<file path="config.mk">
export PLATFORM = sky130hd
export DESIGN_NAME = vme_buf_seq
export DESIGN_NICKNAME = d
export VERILOG_FILES = /design/src/rtl/vbs_pkg.sv /design/src/rtl/vbs_seq_fsm.sv /design/src/rtl/vbs_dir_pair.sv /design/src/rtl/vbs_out_drive.sv /design/src/rtl/vme_buf_seq.sv
export SDC_FILE = /design/constraint.sdc
export NUM_CORES = 1
export LEC_CHECK = 0
export BUFFER_PORTS_ARGS = -buffer_cell sky130_fd_sc_hd__buf_2
export CORE_AREA = 2 2 39 41
export DETAILED_ROUTE_END_ITERATION = 8
export DIE_AREA = 0 0 41 43
export GPL_TIMING_DRIVEN = 0
export HOLD_SLACK_MARGIN = 0.15
export PLACE_DENSITY = 0.55
export SLEW_MARGIN = 30
export SYNTH_ARGS = -nofsm -noshare
export SYNTH_HDL_FRONTEND = slang
export SYNTH_SLANG_ARGS = --single-unit
export TNS_END_PERCENT = 30
</file>
<file path="constraint.sdc">
create_clock -name clk -period 1.2 [get_ports clk]
set_input_delay 0.06 -clock clk [delete_from_list [all_inputs] [get_ports clk]]
set_output_delay 0.06 -clock clk [all_outputs]
set_load 0.01 [all_outputs]
</file>
<file path="src/rtl/vbs_pkg.sv">
package vbs_pkg;
  typedef enum logic [2:0] {
    ST_IDLE    = 3'd0,
    ST_SETDIR  = 3'd1,
    ST_DRIVE   = 3'd2,
    ST_ACK     = 3'd3,
    ST_RELEASE = 3'd4
  } seq_st_e;
endpackage

</file>
<file path="src/rtl/vbs_seq_fsm.sv">
module vbs_seq_fsm
  import vbs_pkg::*;
#(
  parameter int DS_W = 2
) (
  input  logic            clk,
  input  logic            rst_n,
  input  logic            card_ready,
  input  logic            card_sel,
  input  logic [DS_W-1:0] ds_n,
  input  logic            local_done,
  output seq_st_e         st_q,
  output logic            rdy_q,
  output logic            start_o
);
  localparam logic [DS_W-1:0] DS_IDLE = '1;

  seq_st_e st_d;
  logic    strobe_any;

  assign strobe_any = (ds_n != DS_IDLE);
  assign start_o    = (st_q == ST_IDLE) && card_ready && card_sel && strobe_any;

  always_comb begin
    st_d = st_q;
    unique case (st_q)
      ST_IDLE:    if (start_o) st_d = ST_SETDIR;
      ST_SETDIR:  st_d = ST_DRIVE;
      ST_DRIVE: begin
        if (!strobe_any)     st_d = ST_RELEASE;
        else if (local_done) st_d = ST_ACK;
      end
      ST_ACK:     if (!strobe_any) st_d = ST_RELEASE;
      ST_RELEASE: st_d = ST_IDLE;
      default:    st_d = ST_IDLE;
    endcase
    if (!card_ready) st_d = ST_IDLE;
  end

  always_ff @(posedge clk or negedge rst_n) begin
    if (!rst_n) begin
      st_q  <= ST_IDLE;
      rdy_q <= 1'b0;
    end else begin
      st_q  <= st_d;
      rdy_q <= card_ready;
    end
  end

  // acknowledge with strobes gone always moves on to release
  a_r9_ack_exit: assert property (@(posedge clk) disable iff (!rst_n)
    (st_q == ST_ACK && !strobe_any && card_ready) |=> (st_q == ST_RELEASE));
  // strobes removed while driving abandon the transfer
  a_r10_abort: assert property (@(posedge clk) disable iff (!rst_n)
    (st_q == ST_DRIVE && !strobe_any && card_ready) |=> (st_q == ST_RELEASE));
endmodule

</file>
<file path="src/rtl/vbs_dir_pair.sv">
module vbs_dir_pair #(
  parameter int N = 2
) (
  input  logic         clk,
  input  logic         rst_n,
  input  logic         card_ready,
  input  logic         load,
  input  logic         rd_sel,
  output logic [N-1:0] dir_q
);
  localparam int LAST = N - 1;

  for (genvar g = 0; g < N; g++) begin : g_line
    always_ff @(posedge clk or negedge rst_n) begin
      if (!rst_n)           dir_q[g] <= 1'b1;
      else if (!card_ready) dir_q[g] <= 1'b1;
      else if (load)        dir_q[g] <= rd_sel;
    end
  end

  // separately held direction lines never disagree
  a_r2_dir_lock: assert property (@(posedge clk) disable iff (!rst_n)
    dir_q[0] == dir_q[LAST]);
endmodule

</file>
<file path="src/rtl/vbs_out_drive.sv">
module vbs_out_drive
  import vbs_pkg::*;
(
  input  seq_st_e st_q,
  input  logic    rdy_q,
  input  logic    hold_q,
  output logic    vme_oe_n,
  output logic    ocb_oe_n,
  output logic    adr_le,
  output logic    ctl_le,
  output logic    ac_rx_oe_n,
  output logic    ac_xl_dir,
  output logic    ac_xl_oe_n,
  output logic    dtack_n
);
  logic driving, in_xfer;

  assign driving = (st_q == ST_DRIVE) || (st_q == ST_ACK);
  assign in_xfer = driving || (st_q == ST_SETDIR);

  always_comb begin
    vme_oe_n   = !(rdy_q && driving);
    ocb_oe_n   = !(rdy_q && driving);
    dtack_n    = !(rdy_q && (st_q == ST_ACK));
    adr_le     = !(rdy_q && hold_q && in_xfer);
    ctl_le     = 1'b1;
    ac_rx_oe_n = !rdy_q;
    ac_xl_dir  = !rdy_q;
    ac_xl_oe_n = !rdy_q;
  end
endmodule

</file>
<file path="src/rtl/vme_buf_seq.sv">
module vme_buf_seq
  import vbs_pkg::*;
#(
  parameter int DS_W      = 2,
  parameter int DIR_LINES = 2
) (
  input  logic            clk,
  input  logic            rst_n,
  input  logic            card_ready,
  input  logic            addr_hold_en,
  input  logic            card_sel,
  input  logic            rd_wr,
  input  logic [DS_W-1:0] ds_n,
  input  logic            local_done,
  output logic            vme_dat_dir,
  output logic            ocb_dat_dir,
  output logic            vme_dat_oe_n,
  output logic            ocb_dat_oe_n,
  output logic            adr_rx_le,
  output logic            ctl_rx_le,
  output logic            adrctl_rx_oe_n,
  output logic            adrctl_xl_dir,
  output logic            adrctl_xl_oe_n,
  output logic            dtack_req_n
);
  localparam int DIR_LAST = DIR_LINES - 1;

  seq_st_e              st_q;
  logic                 rdy_q, start, hold_q;
  logic [DIR_LINES-1:0] dir_q;

  vbs_seq_fsm #(.DS_W(DS_W)) u_fsm (
    .clk(clk), .rst_n(rst_n), .card_ready(card_ready), .card_sel(card_sel),
    .ds_n(ds_n), .local_done(local_done), .st_q(st_q), .rdy_q(rdy_q),
    .start_o(start)
  );

  always_ff @(posedge clk or negedge rst_n) begin
    if (!rst_n)           hold_q <= 1'b0;
    else if (!card_ready) hold_q <= 1'b0;
    else if (start)       hold_q <= addr_hold_en;
  end

  vbs_dir_pair #(.N(DIR_LINES)) u_dir (
    .clk(clk), .rst_n(rst_n), .card_ready(card_ready), .load(start),
    .rd_sel(rd_wr), .dir_q(dir_q)
  );

  assign vme_dat_dir = dir_q[0];
  assign ocb_dat_dir = dir_q[DIR_LAST];

  vbs_out_drive u_drv (
    .st_q(st_q), .rdy_q(rdy_q), .hold_q(hold_q),
    .vme_oe_n(vme_dat_oe_n), .ocb_oe_n(ocb_dat_oe_n),
    .adr_le(adr_rx_le), .ctl_le(ctl_rx_le),
    .ac_rx_oe_n(adrctl_rx_oe_n), .ac_xl_dir(adrctl_xl_dir),
    .ac_xl_oe_n(adrctl_xl_oe_n), .dtack_n(dtack_req_n)
  );

  // loss of readiness parks every pin high
  a_r1_safe: assert property (@(posedge clk) disable iff (!rst_n)
    !card_ready |=> (vme_dat_oe_n && ocb_dat_oe_n && dtack_req_n && adr_rx_le &&
                     adrctl_rx_oe_n && adrctl_xl_dir && adrctl_xl_oe_n &&
                     vme_dat_dir && ocb_dat_dir));
  // direction is already settled when an enable falls
  a_r4_dir_first: assert property (@(posedge clk) disable iff (!rst_n)
    $fell(vme_dat_oe_n) |-> $stable(vme_dat_dir));
  // direction moves only behind a raised enable while ready
  a_r4_oe_first: assert property (@(posedge clk) disable iff (!rst_n)
    (!$stable(vme_dat_dir) && $past(card_ready)) |-> $past(vme_dat_oe_n));
  // ready card opens the address/control path
  a_r7_ac_open: assert property (@(posedge clk) disable iff (!rst_n)
    card_ready |=> (!adrctl_rx_oe_n && !adrctl_xl_dir && !adrctl_xl_oe_n));
  // no acknowledge request without driven buffers
  a_r8_dtack_oe: assert property (@(posedge clk) disable iff (!rst_n)
    !dtack_req_n |-> (!vme_dat_oe_n && !ocb_dat_oe_n));
  // strobes gone during acknowledge release everything next edge
  a_r9_release: assert property (@(posedge clk) disable iff (!rst_n)
    (!dtack_req_n && (&ds_n)) |=> (dtack_req_n && vme_dat_oe_n && ocb_dat_oe_n));
endmodule

</file>
==> results of run 1 <==
[area by class of cell]
| cell class | count | area [sq um] |
|---|---|---|
| Fill cell | 149 | 862 |
| Clock buffer | 4 | 26.3 |
| Sequential cell | 6 | 151 |
| Buffer | 5 | 37.5 |
| Timing Repair Buffer | 23 | 145 |
| Tap cell | 16 | 20.0 |
| Inverter | 1 | 3.75 |
| Multi-Input combinational cell | 21 | 138 |
[repair_timing]
action | 4_1_cts | 5_1_grt
hold endpoints to repair | 11 | 0
pin swaps | 0 | 1
endpoints found under the setup margin | 1 | 1
hold buffers | 6 | 0
resized for setup | 1 | 2
[through the flow]
stage	utilization, %	power [mW]	instance area [sq um]
final	37.7	0.539	522
after global routing	37.7	0.576	522
after CTS	37.3	0.545	517
after detailed placement	30.9	0.327	428
after global placement	30.9	0.327	428
after floorplan	-	0.288	323
[state kept, by name (all words and copies together) (netlist names)]
signal,flops
u_fsm.st_q,3
u_fsm.rdy_q,1
hold_q,1
u_dir.dir_q,1
[layout by cell type, fill, tap and decap left out]
cell,n
clkbuf_1,1
conb_1,1
nand2b_1,1
o21ai_0,1
dfrtp_1,5
mux2i_1,2
nor3b_1,1
a21oi_1,1
nor2_4,1
dfstp_2,1
nand2_1,4
nand3b_1,1
nor2b_1,2
o21ba_1,1
nand3_1,2
and4b_4,1
buf_4,5
dlygate4sd3_1,6
buf_2,17
inv_2,1
nor2_2,1
clkbuf_4,3
nor2_1,1
[cells in the mapped netlist]
master,number
buf_4,5
dfrtp_1,5
nand2_1,4
mux2i_1,2
nand3_1,2
nor2_1,2
nor2b_1,2
a21oi_1,1
and4b_4,1
conb_1,1
dfstp_2,1
inv_1,1
nand2b_1,1
nand3b_1,1
nor2_2,1
nor3b_1,1
o21ai_0,1
o21ba_1,1
[per-layer routing]
layer	GRT usage, %	vias to the layer above	wire, microns
met5	0	-	0
met4	8.00	0	21
met3	0	2	61
met2	11.3	16	260
met1	9.30	130	249
li1	-	159	-
[power groups by stage]
| stage | sequential [mW] | clock [mW] | combinational [mW] |
|---|---|---|---|
| global route | 0.230 | 0.220 | 0.126 |
| floorplan | 0.230 | 0 | 0.0576 |
| detailed placement | 0.230 | 0 | 0.0963 |
| finish | 0.228 | 0.198 | 0.112 |
| global placement | 0.230 | 0 | 0.0963 |
| CTS | 0.228 | 0.206 | 0.112 |
[worst min-delay path by stage]
stage / slack [ps] / endpoint / startpoint
2_1_floorplan: -240 / hold_q / rst_n
3_3_place_gp: -110 / u_fsm.rdy_q / rst_n
3_5_place_dp: -110 / u_fsm.rdy_q / rst_n
4_1_cts: 160 / hold_q / rst_n
5_1_grt: 170 / u_fsm.st_q[1] / rst_n
6_report: 160 / hold_q / rst_n
[worst max-delay path, delay by kind of cell (launching register included)]
kind	cells	cell delay, ps
simple gates	2	180
flops	1	400
buf+inv	2	260
[cell families (layout without fill, tap and decap cells)]
logic type	after synthesis	count (layout)	synth area share, %
DFF	6	6	46.9
buffers and inverters	6	33	12.8
and+or+nand+nor	15	15	26.7
muxes	2	2	6.20
other	1	1	1.16
AOI/OAI and AO/OA	3	3	6.20
==> metrics.md, run 1 <==
| Metric | Value |
|---|---|
| Status | `complete, no violations` |
| Die width | `41 microns` |
| Critical-path cell list | `nor2_4, nand2_1, buf_4, buf_2` |
| Placed Cells | `between 60 and 70` |
| Synth area leaders | `dfrtp_1 (39%), buf_4 (12%), dfstp_2 (8.1%), mux2i_1 (6.2%), nand2_1 (4.7%)` |
| First-pass GRT wire length | `between 800 and 900 microns` |
| Core area | `1380 sq um` |
| Chip height | `about 43 microns` |
| Die area | `1760 sq um` |
| Cell Rows | `14` |
| Max stage delay on crit path | `roughly 400 ps` |
| CP endpoint kind | `output pin` |
| Yosys top cell area share | `38.8%` |
| Seq/Total Area, Yosys | `a little under half` |
| Setup bufs post-CTS | `0` |
| FF-to-FF path depth | `3` |
| Initial antenna violation count | `0` |
| CP max stage cell | `dfrtp_1` |
| Hold Violations, Final | `0` |
| WP data arrival | `around 1100 ps` |
| Class of the worst hold path | `input pin to async pin` |
| Synth Warn # | `0` |
| DRT iter0 DRCs | `6` |
| Hold WS | `161 ps` |
| Largest net degree at the start of global routing | `7` |
| Max rail drop VDD | `about 0.43 mV` |
| Synthesis-to-layout area growth | `61.6%` |
| H-tree depth | `1` |
| Vias in the first global route | `239` |
| IO Count | `19` |
| Worst setup path end | `vme_dat_oe_n` |
| CTS sink count | `6` |
| Reg2reg end | `u_dir.dir_q[0]` |
| Antenna cells | `0` |
| Vias | `~310` |
| Net Sw Power | `~0.13 mW` |
| CTS tree | `done` |
| Pre-antenna DRT Iters | `4` |
| # port buffers | `17` |
| Reg2Reg Setup Slack | `~120 ps` |
| Mapped cell area | `roughly 320 sq um` |
| Mean Syn Cell Area | `a little under 10 sq um` |
| Final Skew | `6.08 ps` |
| Final setup vio count | `0` |
| Post-detail-place hpwl | `~470 microns` |
| P_leak | `between 0.2 and 0.3 nW` |
| Max Buffers Root-to-Sink | `2` |
| Nets | `70` |
| Crit path time final | `around 1100 ps` |
| Critical path type | `flip-flop to output pin` |
| DRT Wirelength | `slightly below 600 microns` |
| Combinational Power Share | `a little over a fifth` |
| WL/cell | `7.80 microns` |
| Worst skew pair latency | `250 ps` |
| Area leader, netlist | `dfrtp_1` |
| Gr usage total | `7.71%` |
| Non-Filler Instances | `76` |
| Net Sw Frac | `roughly 24%` |
| Congestion Overflow GR | `0` |
| Detailed-route DRC error count | `0` |
| Fraction of layout cells with a size suffix above 1 | `between 50% and 60%` |
| Setup TNS Final | `0 ps` |
| Worst Path Required | `about 1100 ps` |
| Max_cap viols | `0` |
| Synth Register Bits | `6` |
| Int Power | `0.409 mW` |
| Seq pwr share | `42.4%` |
| DR vias/cell | `slightly above 4` |
| P per Cell Area | `1030 nW/um^2` |
| Fmax | `881 MHz` |
| Final Max Tran Viols | `0` |
| Clk slew on worst S/H paths | `50 ps` |
| Fin crit share | `94.6%` |
| R2r startpoint | `u_fsm.st_q[1]` |
| Initial Util | `23.3%` |
| TritonCTS buffer count | `3` |
| Worst Path Max Fanout | `3` |
| Clock network fraction of design power | `between 30 and 40%` |
| Syn nets | `between 40 and 50` |
| GPL Wtd Cong | `~0.61` |
| DRT antenna net count | `0` |
| Startpoint Class | `flip-flop` |
| Root buf cell | `clkbuf_4` |
| Worst setup margin | `~65 ps` |
| Place WS | `137 ps` |
| RSZ-0062 raised after global routing | `false` |
| Synth cell types | `18` |
| Synth Instances | `33` |
| CP startpoint | `u_fsm.st_q[2]` |
Power figures use the tool's default switching activity.
==> run 2: changes to the inputs <==
PLACE_DENSITY = 0.46   (was 0.55)
==> metrics.md, run 2 (same netlist as run 1, synthesis figures left out) <==
| Metric | Value |
|---|---|
| Status | `complete, no violations (unchanged)` |
| Initial antenna violation count | `0 (unchanged)` |
| Detailed-route DRC error count | `0 (unchanged)` |
| Worst Path Max Fanout | `3 (unchanged)` |
| Max rail drop VDD | `0.417 mV (was 0.431 mV)` |
| Worst Path Required | `1140 ps (about the same)` |
| Place WS | `130 ps (was 137 ps)` |
| CTS tree | `done (unchanged)` |
| Crit path time final | `1130 ps (about the same)` |
| Max Buffers Root-to-Sink | `2 (unchanged)` |
| CP max stage cell | `dfrtp_1 (unchanged)` |
| Final Max Tran Viols | `0 (unchanged)` |
| TritonCTS buffer count | `3 (unchanged)` |
| Chip height | `43 microns (unchanged)` |
| Non-Filler Instances | `76 (unchanged)` |
| Final setup vio count | `0 (unchanged)` |
| Die area | `1760 sq um (unchanged)` |
| Final Skew | `7.43 ps (was 6.08 ps)` |
| WP data arrival | `1070 ps (about the same)` |
| GPL Wtd Cong | `0.633 (was 0.614)` |
| CP endpoint kind | `output pin (unchanged)` |
| Core area | `1380 sq um (unchanged)` |
| IO Count | `19 (unchanged)` |
| Setup TNS Final | `0 ps (unchanged)` |
| RSZ-0062 raised after global routing | `false (unchanged)` |
| Max stage delay on crit path | `400 ps (about the same)` |
| Synthesis-to-layout area growth | `62.4% (was 61.6%)` |
| H-tree depth | `1 (unchanged)` |
| Congestion Overflow GR | `0 (unchanged)` |
| Class of the worst hold path | `input pin to async pin (unchanged)` |
| Hold WS | `165 ps (was 161 ps)` |
| Vias | `300 (was 307)` |
| # port buffers | `17 (unchanged)` |
| Critical path type | `flip-flop to output pin (unchanged)` |
| Fraction of layout cells with a size suffix above 1 | `51.7% (was 50.0%)` |
| Cell Rows | `14 (unchanged)` |
| Clk slew on worst S/H paths | `50 ps (about the same)` |
| Worst skew pair latency | `240 ps (was 250 ps)` |
| Fill cell count | `157 (was 149)` |
| DRT Wirelength | `673 microns (was 593 microns)` |
| First-pass GRT wire length | `979 microns (was 897 microns)` |
| Die width | `41 microns (unchanged)` |
| DRT iter0 DRCs | `2 (was 6)` |
| Worst setup margin | `70.3 ps (was 65.2 ps)` |
| Area after DPL | `428 sq um (unchanged)` |
| P per Cell Area | `1030 nW/um^2 (about the same)` |
| DR vias/cell | `3.95 (was 4.04)` |
| Max_cap viols | `0 (unchanged)` |
| Initial Util | `23.3% (unchanged)` |
| Top delay family on crit path | `flip-flops (unchanged)` |
| Root buf cell | `clkbuf_4 (unchanged)` |
| CTS sink count | `6 (unchanged)` |
| Max reg flops | `3 (unchanged)` |
| WL/cell | `8.86 microns (was 7.80 microns)` |
| Pre-antenna DRT Iters | `2 (was 4)` |
| Critical-path cell list | `nor2_4, nand2_2, buf_4, buf_2 (was nor2_4, nand2_1, buf_4, buf_2)` |
| Placed Cells | `66 (unchanged)` |
| Fmax | `885 MHz (was 881 MHz)` |
| Hold Violations, Final | `0 (unchanged)` |
| Worst Path Buf+Inv | `2 (unchanged)` |
| Gr usage total | `8.68% (was 7.71%)` |
| Nets | `70 (unchanged)` |
| DRT antenna net count | `0 (unchanged)` |
| Most common cell after layout, fill and taps aside | `buf_2 (unchanged)` |
| Final Util | `37.9% (was 37.7%)` |
| Largest net degree at the start of global routing | `7 (unchanged)` |
| Biggest register | `u_fsm.st_q (unchanged)` |
| Post-detail-place hpwl | `519 microns (was 473 microns)` |
| P_leak | `0.253 nW (was 0.252 nW)` |
| Antenna cells | `0 (unchanged)` |
| Total power | `0.541 mW (was 0.539 mW)` |
| Setup bufs post-CTS | `0 (unchanged)` |
| Commonest non-fill, non-tap cells in the layout | `buf_2 (17), dlygate4sd3_1 (6), buf_4 (5), dfrtp_1 (5) (was buf_2 (17), dlygate4sd3_1 (6), buf_4 (5), dfrtp_1 (5), nand2_1 (4))` |
| Fin area | `524 sq um (was 522 sq um)` |
| Vias in the first global route | `254 (was 239)` |
| Startpoint Class | `flip-flop (unchanged)` |
| Fin crit share | `94.1% (was 94.6%)` |
## run 2: routing by layer
metal  GRT usage, %  vias up  routed length (microns)
met4           6.00        0                        0
met5              0        -                        0
met1           8.82      128                      310
li1               -      157                        -
met2           12.8       15                      287
met3           4.71        0                       74
## run 2: final cells by class
class | instances | area (sq um) | share of cell area, %
Inverter | 1 | 3.75 | 0.716
Tap cell | 16 | 20.0 | 3.82
Multi-Input combinational cell | 21 | 140 | 26.7
Clock buffer | 4 | 26.3 | 5.01
Sequential cell | 6 | 151 | 28.9
Timing Repair Buffer | 23 | 145 | 27.7
Buffer | 5 | 37.5 | 7.16
## run 2: power by group
part | switching (mW) | internal, mW
Clock | 0.0734 | 0.126
Combinational | 0.0476 | 0.0659
Sequential | 0.0111 | 0.218
## run 2: final timing paths
kind,to,slack [ps],startpoint,cells after the start
worst max-delay path,vme_dat_oe_n,70,u_fsm.st_q[2],4
worst min-delay path,hold_q,160,rst_n,2
worst max register to register,u_dir.dir_q[0],100,u_fsm.st_q[1],3
worst min register to register,hold_q,540,hold_q,2
max in group asynchronous,u_dir.dir_q[0],810,rst_n,2
min in group clk,u_fsm.st_q[0],240,local_done,4
## run 2: timing repair
action	4_1_cts	5_1_grt
endpoints found under the hold margin	10	0
hold buffers	6	0
resized for setup	1	3
setup endpoints to repair	1	1
pin swaps	0	1
